File: config.mk
export PLATFORM = sky130hd
export DESIGN_NAME = osd_cmd_decoder
export DESIGN_NICKNAME = d
export VERILOG_FILES = /design/src/rtl/osd_cmd_pkg.sv /design/src/rtl/osd_hdr_split.sv /design/src/rtl/osd_cmd_fsm.sv /design/src/rtl/osd_addr_reg.sv /design/src/rtl/osd_cmd_decoder.sv
export SDC_FILE = /design/constraint.sdc
export NUM_CORES = 1
export LEC_CHECK = 0
export BUFFER_PORTS_ARGS = -buffer_cell sky130_fd_sc_hd__buf_2
export CAP_MARGIN = 20
export CORE_UTILIZATION = 35
export CTS_BUF_LIST = sky130_fd_sc_hd__clkbuf_8
export CTS_CLUSTER_DIAMETER = 100
export DETAILED_ROUTE_END_ITERATION = 8
export GPL_TIMING_DRIVEN = 0
export PLACE_DENSITY = 0.52
export SYNTH_ARGS = -nofsm -noshare
export SYNTH_HDL_FRONTEND = slang
export SYNTH_HIERARCHICAL = 1
export SYNTH_SLANG_ARGS = --single-unit
File: constraint.sdc
create_clock -name clk -period 3.35 [get_ports clk]
set_clock_uncertainty 0.2 [all_clocks]
set_input_delay 0.67 -clock clk [delete_from_list [all_inputs] [get_ports clk]]
set_output_delay 0.67 -clock clk [all_outputs]
set_load 0.01 [all_outputs]
File: src/rtl/osd_cmd_pkg.sv
package osd_cmd_pkg;

  localparam int HDR_FIELD_W = 5;

  typedef enum logic [1:0] {
    ST_IDLE   = 2'd0,
    ST_HDR    = 2'd1,
    ST_DATA1  = 2'd2,
    ST_STREAM = 2'd3
  } dec_state_t;

  typedef struct packed {
    logic                   is_row;
    logic                   stream;
    logic                   sel5;
    logic [HDR_FIELD_W-1:0] addr;
  } hdr_t;

endpackage

File: src/rtl/osd_hdr_split.sv
module osd_hdr_split
  import osd_cmd_pkg::*;
(
  input  logic [7:0] byte_i,
  output hdr_t       hdr_o
);

  always_comb begin
    hdr_o.is_row = byte_i[7];
    hdr_o.stream = byte_i[6];
    hdr_o.sel5   = byte_i[5];
    hdr_o.addr   = byte_i[HDR_FIELD_W-1:0];
  end

endmodule

File: src/rtl/osd_cmd_fsm.sv
module osd_cmd_fsm
  import osd_cmd_pkg::*;
(
  input  logic       clk,
  input  logic       rst,
  input  logic       frame_evt,
  input  logic       byte_vld,
  input  hdr_t       hdr,
  output logic       ld_row,
  output logic       ld_col,
  output logic       wr_req,
  output logic       inc_req,
  output dec_state_t state_o
);

  dec_state_t state_q, state_d;

  always_comb begin
    state_d = state_q;
    ld_row  = 1'b0;
    ld_col  = 1'b0;
    wr_req  = 1'b0;
    inc_req = 1'b0;
    if (frame_evt) begin
      state_d = ST_IDLE;
    end else if (byte_vld) begin
      case (state_q)
        ST_IDLE: begin
          if (hdr.is_row) begin
            ld_row  = 1'b1;
            state_d = ST_HDR;
          end
        end
        ST_HDR: begin
          if (hdr.is_row) begin
            ld_row  = 1'b1;
          end else begin
            ld_col  = 1'b1;
            state_d = hdr.stream ? ST_STREAM : ST_DATA1;
          end
        end
        ST_DATA1: begin
          wr_req  = 1'b1;
          state_d = ST_HDR;
        end
        default: begin
          wr_req  = 1'b1;
          inc_req = 1'b1;
        end
      endcase
    end
  end

  always_ff @(posedge clk) begin
    if (rst) state_q <= ST_IDLE;
    else     state_q <= state_d;
  end

  assign state_o = state_q;

  a_r9_stream_sticky: assert property (@(posedge clk) disable iff (rst)
    (state_q == ST_STREAM && !frame_evt) |=> (state_q == ST_STREAM));

  a_r10_frame_to_idle: assert property (@(posedge clk) disable iff (rst)
    frame_evt |=> (state_q == ST_IDLE));

  a_r10_idle_ignores_low: assert property (@(posedge clk) disable iff (rst)
    (state_q == ST_IDLE && byte_vld && !hdr.is_row && !frame_evt) |=> (state_q == ST_IDLE));

  a_r6_one_data_byte: assert property (@(posedge clk) disable iff (rst)
    (state_q == ST_DATA1 && byte_vld && !frame_evt) |=> (state_q == ST_HDR));

endmodule

File: src/rtl/osd_addr_reg.sv
module osd_addr_reg
  import osd_cmd_pkg::*;
#(
  parameter int NUM_COLS = 32,
  parameter int ROW_W    = 5,
  localparam int COL_W   = $clog2(NUM_COLS)
) (
  input  logic             clk,
  input  logic             rst,
  input  logic             ld_row,
  input  logic             ld_col,
  input  logic             inc,
  input  hdr_t             hdr,
  output logic [ROW_W-1:0] row_q,
  output logic [COL_W-1:0] col_q,
  output logic             attr_q,
  output logic             hi_q
);

  localparam logic [COL_W-1:0] LAST_COL = COL_W'(NUM_COLS - 1);

  always_ff @(posedge clk) begin
    if (rst) begin
      row_q  <= '0;
      col_q  <= '0;
      attr_q <= 1'b0;
      hi_q   <= 1'b0;
    end else if (ld_row) begin
      row_q  <= hdr.addr[ROW_W-1:0];
      attr_q <= hdr.sel5;
    end else if (ld_col) begin
      col_q  <= hdr.addr[COL_W-1:0];
      hi_q   <= hdr.sel5 & ~attr_q;
    end else if (inc) begin
      if (col_q == LAST_COL) begin
        col_q <= '0;
        row_q <= row_q + 1'b1;
      end else begin
        col_q <= col_q + 1'b1;
      end
    end
  end

  a_r7_col_step: assert property (@(posedge clk) disable iff (rst)
    (inc && !ld_row && !ld_col && col_q != LAST_COL) |=>
      (col_q == $past(col_q) + 1'b1 && row_q == $past(row_q)));

  a_r7_row_wrap: assert property (@(posedge clk) disable iff (rst)
    (inc && !ld_row && !ld_col && col_q == LAST_COL) |=>
      (col_q == '0 && row_q == $past(row_q) + 1'b1));

  a_r8_hi_held: assert property (@(posedge clk) disable iff (rst)
    (!ld_col) |=> $stable(hi_q));

endmodule

File: src/rtl/osd_cmd_decoder.sv
module osd_cmd_decoder
  import osd_cmd_pkg::*;
#(
  parameter int NUM_COLS = 32,
  parameter int ROW_W    = 5,
  parameter int BYTE_W   = 8,
  localparam int COL_W   = $clog2(NUM_COLS),
  localparam int DATA_W  = BYTE_W + 1
) (
  input  logic              clk,
  input  logic              rst,
  input  logic              frame_evt,
  input  logic              byte_vld,
  input  logic [BYTE_W-1:0] byte_in,
  output logic              wr_en,
  output logic [ROW_W-1:0]  wr_row,
  output logic [COL_W-1:0]  wr_col,
  output logic              wr_attr,
  output logic [DATA_W-1:0] wr_data
);

  hdr_t             hdr;
  logic             ld_row, ld_col, wr_req, inc_req;
  dec_state_t       state;
  logic [ROW_W-1:0] row_q;
  logic [COL_W-1:0] col_q;
  logic             attr_q, hi_q;

  osd_hdr_split u_split (
    .byte_i (byte_in),
    .hdr_o  (hdr)
  );

  osd_cmd_fsm u_fsm (
    .clk       (clk),
    .rst       (rst),
    .frame_evt (frame_evt),
    .byte_vld  (byte_vld),
    .hdr       (hdr),
    .ld_row    (ld_row),
    .ld_col    (ld_col),
    .wr_req    (wr_req),
    .inc_req   (inc_req),
    .state_o   (state)
  );

  osd_addr_reg #(
    .NUM_COLS (NUM_COLS),
    .ROW_W    (ROW_W)
  ) u_addr (
    .clk    (clk),
    .rst    (rst),
    .ld_row (ld_row),
    .ld_col (ld_col),
    .inc    (inc_req),
    .hdr    (hdr),
    .row_q  (row_q),
    .col_q  (col_q),
    .attr_q (attr_q),
    .hi_q   (hi_q)
  );

  always_ff @(posedge clk) begin
    if (rst) begin
      wr_en   <= 1'b0;
      wr_row  <= '0;
      wr_col  <= '0;
      wr_attr <= 1'b0;
      wr_data <= '0;
    end else begin
      wr_en <= wr_req;
      if (wr_req) begin
        wr_row  <= row_q;
        wr_col  <= col_q;
        wr_attr <= attr_q;
        wr_data <= {hi_q, byte_in};
      end
    end
  end

  a_r11_write_after_byte: assert property (@(posedge clk) disable iff (rst)
    wr_en |-> ($past(byte_vld) && !$past(frame_evt)));

  a_r5_attr_bit8_zero: assert property (@(posedge clk) disable iff (rst)
    (wr_en && wr_attr) |-> !wr_data[BYTE_W]);

  a_r1_no_write_in_idle: assert property (@(posedge clk) disable iff (rst)
    (state == ST_IDLE && $past(state) == ST_IDLE) |-> !wr_en);

  a_r12_frame_drops_byte: assert property (@(posedge clk) disable iff (rst)
    frame_evt |=> !wr_en);

endmodule

==> results.md <==
- The arrival time at the worst endpoint is 2.28 ns.
- The initial utilization of the core area, before any placement, comes to 0.368.
- The hold buffer count at CTS is 0.
- The post-synthesis instance area is 1630 µm².
- Dividing the final minimum period by the clock period gives 0.695.
- Max-cap violations in this run came to 0.
- Of the total synthesized cell area, the portion taken by XOR and XNOR cells is 0.0108.
- The number of fill cells is 437.
- The synthesized net count is 184.
- The number of violations reported at the end of detailed-routing iteration 0 is 38.
- The share of the synthesized area in compound gates (AO/OA/AOI/OAI) is 0.105.
- Detailed placement finished with a half-perimeter wire length of 2460 µm.
- For this run the aggregate overflow at the end of global routing stands at 0.
- Measured against its own limit, the worst slew margin works out to 0.435.
- In this run the count of I/O pins placed on the die edge is 33.
- The endpoint class of the critical path is a flop.
- Based on the critical path, the design can be clocked at up to 430 MHz.
- Relative to the synthesized area, the layout overhead comes to 21.1%.
- Of the cells placed in the final design, the portion with a size suffix greater than 1 is 0.284.
- The TritonCTS clock tree is built.
- Traced cell by cell, the critical path runs through buf_2 > buf_4 > inv_1 > nor4_1 > o21ba_2 > clkbuf_1 > o21ai_0 > a21oi_1.
- The sequential cell area in the final layout is 701 µm².
- The flow ran to the end, and the final reports show no timing, DRC or antenna violations.
- The number of antenna violations at the first check in global routing is 0.
- Of the total synthesized cell area, the portion taken by AND, OR, NAND and NOR gates is 0.176.
- The setup-violating endpoint count in the final report is 0.
- The via density per instance is 4.83.
- The global placer's final weighted congestion is 0.820.
- The number of hold violations in the final report came to 0.
- The number of buffers created by CTS is 5.
- The tree built by TritonCTS fans out to 35 sinks.
- The clock group share of total power is 0.450.
- The clock passes through at most 2 buffers.
- For this design the ratio of total power to cell area is 438 nW/µm².
- The biggest fanout along the worst timing path is 8.
- The die height is 70.2 µm.
- The layout net count is 223.
- The area inside the core boundary is 4410 µm².
- Yosys printed 6 warnings.
- The cell with the largest stage delay on the worst path is nor4_1.
- The mean post-synth cell area is 9.68 µm².
- Subtracting the final worst setup slack from the clock period gives 2.33 ns.
- The final worst setup slack is 1.02 ns.
- Setup repair after global routing left no endpoint under its margin.
- The largest incremental delay on the critical path is 0.72 ns.
- The number of gates resized after CTS was 0.
- At the pin with the least slew margin, the transition time is 0.840 ns.
- After synthesis, the largest family of logic cells by area is simple AND/OR/NAND/NOR gates.
- For this run, the total global-route usage over all layers was measured as 0.149.
- In the final layout, the multi-input gates occupy 764 µm².
- OpenSTA, run right after detailed placement, puts the worst setup slack at 0.682 ns.
- The largest net degree at the start of global routing is 12.
- The cell at the root of the clock tree is clkbuf_8.
- The number of buffers added for setup after CTS is 0.
- The die boundary width is 70.2 µm.
- The leading register cell type out of synthesis is dfxtp_1.
- The number of synthesized flops with an enable pin is 0.
- The first detailed-routing pass ran for 4 iterations.
- The total count of max-transition violations in the final report is 0.
- The number of antenna-violating nets in the routed design is 0.
- The number of antenna diodes in the final layout is 0.
- The netlist uses 34 different library cells.
- The post-route DRC violation count is 0.
- The switching portion of total power is 0.207.
- The floorplan die area is 4920 µm².
- Yosys attributes the largest share of cell area to dfxtp_1, mux2i_1, nor2_1, buf_4, a211oi_1.
- The final wirelength is 3240 µm.
- The path type of the worst setup path is in2reg.
- The class of the worst hold path is reg2reg.
- VDD sags by at most 0.000230 V.
- For this block, the via count after detailed routing is 1256.
- The required time reported for the critical path endpoint is 3.30 ns.
- For this design the static power due to leakage is 0.854 nW.
- In the final routed layout, each cell accounts on average for 12.4 µm.
- The first global-routing pass estimated 5710 µm of wire.
- The clock input transition at the sequential cells of the worst setup and hold paths is 0.07 ns.
- The sum of negative setup slack is 0 ns.
- The share of total power dissipated in combinational logic is 0.055.
- For the worst-skew pair, the clock arrives at the later sink with an insertion delay of 0.28 ns.
- The cell type contributing the most total cell area after synthesis is dfxtp_1.
- The proportion of netlist area held by the largest area contributor is 0.431.
- Synthesis handed over a netlist of 168 instances.
- The number of synthesized register bits is 35.
- The most common library cell in the layout ignoring fill and taps is dfxtp_1.
- The async set-or-reset flop fraction in the synthesized netlist is 0.
- Summed over all nets, the switching power comes to 178 µW.
- The mux share of post-synthesis cell area is 0.148.
- The share of total power dissipated in sequential elements is 0.494.
- The number of global-route vias before repair is 1206.
- Of the total synthesized cell area, the portion taken by full adders, half adders and majority gates is 0.0308.
- The sequential cell area fraction in the yosys report is 0.431.
- The critical path startpoint category is an input pin.
- The placement row count is 24.
- The top cell types in the final layout, fill and taps aside, are dfxtp_1, buf_2, nor2_1.
- Cell internal power was estimated by the tool at 684 µW.
- The port buffer count is 32.
- The H-tree level count is 2.
-- logic make-up after synthesis --
| group | after synthesis |
|---|---|
| flops | 35 |
| compound gates | 26 |
| mux | 24 |
| fa+ha+maj | 4 |
| simple gates | 55 |
| xor+xnor | 2 |
| buf+inv | 22 |
-- power groups by stage --
| stage | registers [mW] | clock network (mW) | logic, mW |
|---|---|---|---|
| after detailed placement | 0.436 | 0 | 0.0480 |
| final | 0.427 | 0.388 | 0.0477 |
| after global routing | 0.427 | 0.424 | 0.0537 |
| after global placement | 0.436 | 0 | 0.0468 |
| after floorplan | 0.435 | 0 | 0.0300 |
| after CTS | 0.427 | 0.401 | 0.0482 |
-- final timing paths --
check,slack [ns],depth (start not counted),from,to
max,1.02,8,byte_in[7],u_addr/col_q[2]$_SDFFE_PP0P_
min,0.29,2,wr_col[2]$_SDFFE_PP0P_,wr_col[2]$_SDFFE_PP0P_
max reg2reg,1.23,6,u_addr/col_q[0]$_SDFFE_PP0P_,u_addr/row_q[4]$_SDFFE_PP0P_
min reg2reg,0.29,2,wr_col[2]$_SDFFE_PP0P_,wr_col[2]$_SDFFE_PP0P_
-- critical path, delay by kind of cell --
family	cells	cell delay, ns
and+or+nand+nor	1	0.72
buffers and inverters	4	0.43
AOI/OAI and AO/OA	3	0.45
-- registers in the layout, summed over array words and instances (netlist names) --
name / flops
wr_en: 1
wr_col: 5
u_fsm/state_o: 2
u_addr/hi_q: 1
wr_row: 5
u_addr/row_q: 5
wr_attr: 1
u_addr/col_q: 5
wr_data: 9
u_addr/attr_q: 1
-- per-layer routing --
metal	up-vias	part of all wire	global-route usage	routed length, µm
met4	0	0.016	0.0600	53
met1	557	0.50	0.197	1630
met3	5	0.054	0.0476	174
met5	-	0	0	0
li1	659	-	-	-
met2	35	0.43	0.222	1380
-- per-stage QoR --
stage,instances,cell area (µm²),util,power (mW),hold slack [ns]
finish,260,1970,0.446,0.863,0.289
global route,260,1970,0.446,0.905,0.317
CTS,260,1970,0.446,0.876,0.293
detailed placement,252,1850,0.420,0.484,0.277
global placement,252,1850,0.420,0.483,0.266
floorplan,168,1630,-,0.465,0.249
-- cells in the mapped netlist (2+ instances only) --
master    instances
nor3b_1           2
or3_1             2
mux2i_1          24
nor2_1           32
a211oi_1          7
nand4b_1          2
inv_1             4
o21ai_1           2
a21oi_1           6
buf_6             2
nor3_1            4
a311oi_1          2
xor2_1            2
dfxtp_1          35
ha_1              4
clkbuf_1          5
o21ai_0           6
buf_12            2
buf_4             8
nand3_1           3
-- cell type report --
class / count / area share
buffer: 18 / 0.0743
inverter: 4 / 0.00762
sequential: 35 / 0.356
clock inverter: 2 / 0.0178
clock buffer: 6 / 0.0419
tap: 52 / 0.0330
multi-input combinational: 111 / 0.388
timing repair buffer: 32 / 0.0813
No activity file was read; power rests on OpenSTA's default activity.
